`src/rtl/irq_trk_pkg.sv`:
```
package irq_trk_pkg;

  // effective pin level after the polarity inversion
  function automatic logic eff_level(input logic raw, input logic pol);
    return raw ^ pol;
  endfunction

  // request bit for the next cycle
  function automatic logic next_req(input logic lvl_mode, input logic eff,
                                    input logic rise, input logic req,
                                    input logic granted);
    if (lvl_mode) return eff;
    return eff & (rise | (req & ~granted));
  endfunction

endpackage

```
`src/rtl/irq_pin_slot.sv`:
```
module irq_pin_slot
  import irq_trk_pkg::*;
(
  input  logic clk,
  input  logic rst_n,
  input  logic raw,
  input  logic pol,
  input  logic lvl_mode,
  input  logic masked,
  input  logic granted,
  input  logic dlv_ok,
  input  logic eoi_hit,
  output logic need,
  output logic rirr
);
  logic eff, lvl_q, req_q, rise;
  logic rirr_set, rirr_clr;

  assign eff  = eff_level(raw, pol);
  assign rise = eff & ~lvl_q;

  assign rirr_set = granted & lvl_mode & ~masked & dlv_ok;
  assign rirr_clr = eoi_hit & lvl_mode;

  always_ff @(posedge clk) begin
    if (!rst_n) begin
      lvl_q <= 1'b0;
      req_q <= 1'b0;
      rirr  <= 1'b0;
    end else begin
      lvl_q <= eff;
      req_q <= next_req(lvl_mode, eff, rise, req_q, granted);
      if (rirr_set)      rirr <= 1'b1;
      else if (rirr_clr) rirr <= 1'b0;
    end
  end

  assign need = req_q & (lvl_mode ? (~rirr & ~masked) : 1'b1);
endmodule

```
`src/rtl/irq_pick_lowest.sv`:
```
module irq_pick_lowest #(
  parameter int N = 8,
  localparam int IW = $clog2(N)
) (
  input  logic [N-1:0]  need,
  output logic          gnt_valid,
  output logic [IW-1:0] gnt_idx
);
  always_comb begin
    gnt_valid = 1'b0;
    gnt_idx   = '0;
    for (int i = N - 1; i >= 0; i--) begin
      if (need[i]) begin
        gnt_valid = 1'b1;
        gnt_idx   = IW'(i);
      end
    end
  end
endmodule

```
`src/rtl/irq_trk.sv`:
```
module irq_trk #(
  parameter int N  = 8,
  parameter int VW = 8,
  localparam int IW = $clog2(N)
) (
  input  logic            clk,
  input  logic            rst_n,
  input  logic [N-1:0]    pin_raw,
  input  logic [N-1:0]    pin_pol,
  input  logic [N-1:0]    pin_trig_lvl,
  input  logic [N-1:0]    pin_mask,
  input  logic [N*VW-1:0] pin_vec,
  input  logic            dlv_ok,
  input  logic            eoi_valid,
  input  logic [VW-1:0]   eoi_vec,
  output logic            svc_valid,
  output logic [IW-1:0]   svc_pin,
  output logic [VW-1:0]   svc_vec,
  output logic [N-1:0]    rirr
);
  logic [N-1:0]  need;
  logic [N-1:0]  granted;
  logic [N-1:0]  eoi_hit;
  logic          gnt_valid;
  logic [IW-1:0] gnt_idx;

  irq_pick_lowest #(.N(N)) u_pick (
    .need      (need),
    .gnt_valid (gnt_valid),
    .gnt_idx   (gnt_idx)
  );

  for (genvar i = 0; i < N; i++) begin : g_pin
    assign granted[i] = gnt_valid && (gnt_idx == IW'(i));
    assign eoi_hit[i] = eoi_valid && (pin_vec[i*VW +: VW] == eoi_vec);

    irq_pin_slot u_slot (
      .clk      (clk),
      .rst_n    (rst_n),
      .raw      (pin_raw[i]),
      .pol      (pin_pol[i]),
      .lvl_mode (pin_trig_lvl[i]),
      .masked   (pin_mask[i]),
      .granted  (granted[i]),
      .dlv_ok   (dlv_ok),
      .eoi_hit  (eoi_hit[i]),
      .need     (need[i]),
      .rirr     (rirr[i])
    );
  end

  assign svc_valid = gnt_valid & ~pin_mask[gnt_idx];
  assign svc_pin   = gnt_idx;
  assign svc_vec   = pin_vec[gnt_idx*VW +: VW];
endmodule

```
`config.mk`:
```
export PLATFORM = sky130hd
export DESIGN_NAME = irq_trk
export DESIGN_NICKNAME = d
export VERILOG_FILES = /design/src/rtl/irq_trk_pkg.sv /design/src/rtl/irq_pin_slot.sv /design/src/rtl/irq_pick_lowest.sv /design/src/rtl/irq_trk.sv
export SDC_FILE = /design/constraint.sdc
export NUM_CORES = 1
export LEC_CHECK = 0
export BUFFER_PORTS_ARGS = -buffer_cell sky130_fd_sc_hd__buf_2
export CORE_ASPECT_RATIO = 1.1
export CORE_MARGIN = 4
export CORE_UTILIZATION = 51
export DETAILED_ROUTE_END_ITERATION = 16
export GPL_TIMING_DRIVEN = 0
export PLACE_DENSITY = 0.95
export SLEW_MARGIN = 15
export SYNTH_ARGS = -nofsm -noshare
export SYNTH_HDL_FRONTEND = slang
export SYNTH_HIERARCHICAL = 1
export SYNTH_SLANG_ARGS = --single-unit
```
`constraint.sdc`:
```
create_clock -name clk -period 4.5 [get_ports clk]
set_clock_uncertainty 0.2 [all_clocks]
set_input_delay 0.45 -clock clk [delete_from_list [all_inputs] [get_ports clk]]
set_output_delay 0.45 -clock clk [all_outputs]
set_load 0.01 [all_outputs]
```
==> impl_results.md, run 1 <==
- Status: complete, no violations
- Routed Antenna Nets: 0
- Total CTS buffers: 3
- Crit-path max FO: 10
- Sum Neg Setup Slack: 0 ns
- Cell accounting for the most synthesized area: xnor2_1
- Fill count: 392
- Antenna Cells: 0
- Area of the core: 0.004750 mm2
- Final Routed Wirelength: 8338 um
- Post-CTS Repair Setup Buffers: 0
- Cells after synthesis: 292
- Initial antenna violation count: 0
- Vias in the first global route: 2679
- Die Wd: 75.72 um
- # Max-Cap Violations: 0
- Cell variety after synth: 35
- Ys async rst share: 0%
- Post_cts resized: 0
- Slew @ Worst Pin: 0.8376 ns
- Hold buffer count at CTS: 0
- RSZ-0062 raised after global routing: no
- Post-synth top cells: xnor2_1, nand2_1, dfxtp_1, mux4_2, buf_2
- Longest Clk Path Bufs: 2
- H-tree Lvls: 1
- Synthesized area per cell: 8.810 um2
- Per-cell routed wire length: 17.74 um
- Fin. max-slew vios: 0
- Global-route wire length before repair: 12280 um
- Area delta synth->final: 27.82%
- Port bufs: 118
- Gpl congestion: 0.8913
- Full die area: 0.006246 mm2
- Final Hold Fails: 0
- Power Dens Cells: 251.5 mW/mm2
- Vias/cell: 5.777
- Maximum VDD drop: 0.2333 mV
- Number of I/O pins: 128
- Vias: 2715
- Reg clk slew, reported paths: 0.08 ns
- Largest net degree at the start of global routing: 25
- Final net count: 523
- Crit Path Class: reg -> out
- Clk Latency, worst-skew pair: 0.27 ns
- Post-route DRC: 0
- Initial DRC count: 135
- Max transition margin: 43.82%
- Crit path time final: 3.646 ns
- Clock sinks: 24
- First-pass DRT Iterations: 4
- Flip-flop and latch area: 480.5 um2
- CTS root buf: clkbuf_8
- Crit end category: output port
- Overall global routing resource usage: 25.71%
- Top post-synthesis cells by area: xnor2_1, dfxtp_1, mux4_2
- DP HPWL: 6967 um
- Mapped Area: 0.002572 mm2
- Crit path required time: 3.85 ns
- Yosys reg bits: 24
- Post-synthesis sequential area ratio: 18.68%
- Die Y: 82.49 um
- Util after Layout: 69.23%
- Startpoint Class: flop
- Most common cell in the synthesized netlist: xnor2_1
- Yosys warns: 6
- Global route overflow: 0
- Share of cells above drive strength 1: 38.16%
- Synth Net Count: 400
- Fin crit share: 81.03%
- Design Power: 0.8269 mW
- Area of the multi-input gates: 0.001953 mm2
- Predominant post-synthesis flop cell: dfxtp_1
- Max Freq: 274.2 MHz
- Post-synth EDFFs: 0
- Share of the synthesized area in the top cell type: 21.79%
- CTS tree: built
- # rows: 26
- Initial Util: 54.16%
- Critical Path AT: 3.00 ns
- Final setup viols: 0
- Hold Crit Class: in -> reg
- Leakage: 1.451 nW
cell usage in the layout, fill, tap and decap left out, drive strengths merged, types with 8 or more instances in the layout:
cell type / netlist / layout
nor2: 9 / 9
o21ai: 9 / 9
dfxtp: 24 / 24
nand2: 36 / 36
a21boi: 8 / 8
nor3: 10 / 10
o21a: 8 / 8
nand4: 8 / 8
nor2b: 10 / 10
buf: 15 / 133
mux4: 16 / 16
xor2: 8 / 8
xnor2: 64 / 64
and4b: 8 / 8
inv: 10 / 10
and2: 16 / 16
nand3: 9 / 9
o311a: 8 / 8
worst max-delay path: stages (launching register included):
cell      delay, ns
dfxtp_1        0.36
o21ai_0        0.10
and2_2         0.22
nor2_1         0.11
o21ai_0        0.09
a211oi_1       0.73
buf_2          0.40
mux4_2         0.37
nand2_1        0.15
nand2_1        0.06
buf_2          0.14
sequential cells by signal, indices dropped and copies added, names as in the netlist:
register,cells
g_pin.u_slot/lvl_q,8
g_pin.u_slot/req_q,8
g_pin.u_slot/rirr,8
final timing paths:
path,start,to,slack (ns),depth (start not counted)
worst max-delay path,g_pin[5].u_slot/rirr$_SDFFE_PN0P_,svc_vec[7],0.85,10
worst min-delay path,pin_trig_lvl[3],g_pin[3].u_slot/req_q$_SDFF_PN0_,0.26,2
worst max register to register,g_pin[5].u_slot/rirr$_SDFFE_PN0P_,g_pin[2].u_slot/req_q$_SDFF_PN0_,1.39,10
worst min register to register,g_pin[2].u_slot/lvl_q$_SDFF_PN0_,g_pin[2].u_slot/req_q$_SDFF_PN0_,0.31,2
layer usage:
metal,share of wire (%),global-route usage (%),vias to the layer above,routed length [um]
met5,0,0,-,0
met4,2.9,11.19,0,239
met3,9.5,3.390,27,793
met2,50,46.80,162,4152
met1,38,29.54,1242,3153
li1,-,-,1284,-
per-stage QoR:
step	instances	cell area, um2	setup slack [ns]	hold WS [ns]
detailed placement	466	3233	1.066	0.2976
CTS	470	3288	0.9446	0.2645
global route	470	3288	0.6824	0.2684
floorplan	292	2572	1.426	0.2843
finish	470	3288	0.8535	0.2643
global placement	466	3233	1.042	0.2884
report_power, final:
group | leakage, nW | internal [mW] | total [mW] | switching (mW)
Clock | 0.0288 | 0.0782 | 0.149 | 0.0703
Combinational | 1.22 | 0.218 | 0.448 | 0.230
Sequential | 0.198 | 0.226 | 0.230 | 0.00470
area by class of cell:
class                      count  share of cell area (%)
buffer                        15                   3.082
clock buffer                   4                   1.674
inverter                      10                   1.142
multi-input combinational    243                   59.40
sequential                    24                   14.61
tap                           56                   2.131
timing repair buffer         118                   17.96
cell families after synthesis:
kind of cell / after synthesis / share of synthesized area, %
xor+xnor: 72 / 24.51
flops: 24 / 18.68
buf+inv: 25 / 5.398
compound gates: 40 / 11.67
mux: 20 / 16.15
simple gates: 111 / 23.59
Power figures use the tool's default switching activity.
==> run 2, diff against run 1 <==
CORE_UTILIZATION = 42   (was 51)
PLACE_DENSITY = 0.85   (was 0.95)
clock period = 3.1 ns   (was 4.5 ns; I/O delays follow)
==> impl_results.md, run 2 (synthesis results as in run 1) <==
- Fin crit share: 97.25%
- Slew @ Worst Pin: 0.5256 ns
- Port bufs: 118
- Number of I/O pins: 128
- Switching pwr: 0.4502 mW
- DP Area: 0.003259 mm2
- Full die area: 0.007442 mm2
- Initial DRC count: 63
- Area delta synth->final: 33.56%
- Final net count: 529
- CTS root buf: clkbuf_8
- Largest regs: g_pin.u_slot/lvl_q: 8 flops, g_pin.u_slot/req_q: 8 flops, g_pin.u_slot/rirr: 8 flops
- Crit end category: output port
- Status: complete, no violations
- Total CTS buffers: 3
- First-pass DRT Iterations: 5
- Reg clk slew, reported paths: 0.08 ns
- Vias: 2679
- CTS tree: built
- Comb pwr share: 56.6%
- Post-route DRC: 0
- Routed Antenna Nets: 0
- Antenna Cells: 0
- Vias in the first global route: 2847
- Share of cells above drive strength 1: 41.90%
- Max transition margin: 64.89%
- Crit path time final: 3.015 ns
- Hold Crit Class: in -> reg
- Per-cell routed wire length: 16.59 um
- Clock network fraction of total power: 16.7%
- Largest net degree at the start of global routing: 25
- Final Instance Area: 0.003436 mm2
- Global-route wire length before repair: 12760 um
- Crit path required time: 2.59 ns
- Hold buffer count at CTS: 0
- Global route overflow: 0
- Crit-path max FO: 5
- Sequential share of power: 26.6%
- Initial antenna violation count: 0
- Flip-flop and latch area: 483.0 um2
- Clk Latency, worst-skew pair: 0.26 ns
- Initial Util: 44.04%
- Final setup viols: 0
- Fraction of power spent switching nets: 35.82%
- Setup ws final: 0.08518 ns
- Commonest cells after routing, fill and taps aside: buf_2, xnor2_1, nand2_1, dfxtp_1, mux4_2
- Longest Clk Path Bufs: 2
- Maximum VDD drop: 0.3957 mV
- P_int: 0.8067 mW
- Die Y: 90.08 um
- Final Hold Fails: 0
- Fin. max-slew vios: 0
- Critical Path AT: 2.50 ns
- Clock sinks: 24
- Gpl congestion: 0.9204
- Startpoint Class: flop
- Vias/cell: 5.390
- H-tree Lvls: 1
- # rows: 29
- DP HPWL: 6844 um
- Fill count: 556
- Power Dens Cells: 365.8 mW/mm2
- Area of the multi-input gates: 0.001981 mm2
- Final Routed Wirelength: 8245 um
- Overall global routing resource usage: 21.58%
- Area of the core: 0.005842 mm2
- Crit Path Class: reg -> out
- Worst slack, placed: -0.1255 ns
- Max Freq: 331.7 MHz
- Leakage: 1.498 nW
- Die Wd: 82.62 um
- # Max-Cap Violations: 0
- Most common cell after layout, fill and taps aside: buf_2
==> run 2: cell count changes in the layout (fill, tap and decap cells not counted), moves of 3 or more <==
cell,previous run,this run
o21ai_0,9,6
mux4_2,12,16
and2_4,0,4
and2_2,8,4
buf_4,0,3
mux4_1,4,0
==> run 2: worst paths after layout <==
| path | startpoint | end | slack (ns) | cells past startpoint |
|---|---|---|---|---|
| max | g_pin[4].u_slot/rirr$_SDFFE_PN0P_ | svc_vec[4] | 0.09 | 9 |
| min | pin_trig_lvl[0] | g_pin[0].u_slot/req_q$_SDFF_PN0_ | 0.13 | 2 |
| max reg2reg | g_pin[4].u_slot/rirr$_SDFFE_PN0P_ | g_pin[2].u_slot/req_q$_SDFF_PN0_ | 0.48 | 10 |
| min reg2reg | g_pin[2].u_slot/lvl_q$_SDFF_PN0_ | g_pin[2].u_slot/req_q$_SDFF_PN0_ | 0.32 | 2 |
==> run 2: power groups by stage <==
stage	Combinational, mW	Sequential (mW)	Clock [mW]
global placement	0.626	0.341	0
finish	0.712	0.335	0.210
global route	0.772	0.337	0.231
detailed placement	0.640	0.342	0
floorplan	0.419	0.341	0
CTS	0.657	0.335	0.217
==> run 2: area by class of cell <==
class / instances / share of cell area (%)
buffer: 15 / 3.059
clock buffer: 4 / 1.602
inverter: 10 / 1.092
timing repair buffer: 124 / 19.74
tap: 77 / 2.804
multi-input combinational: 243 / 57.65
sequential: 24 / 14.06
==> run 2: metal layers <==
metal  part of all wire [%]  global-route usage [%]  vias to the layer above  routed length, um
met5                      0                       0                        -                  0
met4                    2.4                   6.540                        0                194
met3                    7.5                   2.100                       18                620
met2                     51                   40.04                      118               4193
met1                     39                   25.11                     1258               3237
li1                       -                       -                     1285                  -
==> run 2: critical path: stages, from the launching register on <==
cell and delay, ns:
dfxtp_1 0.35, o21ai_0 0.10, and2_2 0.25, o41ai_4 0.40, buf_6 0.21, buf_12 0.13
mux4_2 0.52, nand2_2 0.08, nand2_1 0.06, buf_2 0.14
==> run 2: metrics by stage <==
stage | hold slack, ns | TNS (ns) | util (%) | std cells | total power [mW]
final | 0.1275 | 0 | 58.81 | 497 | 1.257
after global routing | 0.1300 | -0.002037 | 58.81 | 497 | 1.340
after CTS | 0.1258 | 0 | 57.40 | 493 | 1.209
after detailed placement | 0.3024 | -0.7006 | 55.79 | 487 | 0.9823
after global placement | 0.2863 | -0.04753 | 55.79 | 487 | 0.9667
after floorplan | 0.2276 | 0 | - | 292 | 0.7599
==> run 2: repair_timing <==
item                                    4_1_cts  5_1_grt
buffers inserted                              2        3
pin swaps                                     1        3
hold endpoints to repair                      0        0
endpoints found under the setup margin        9        8
cloned                                        0        1
resized for setup                             3       18
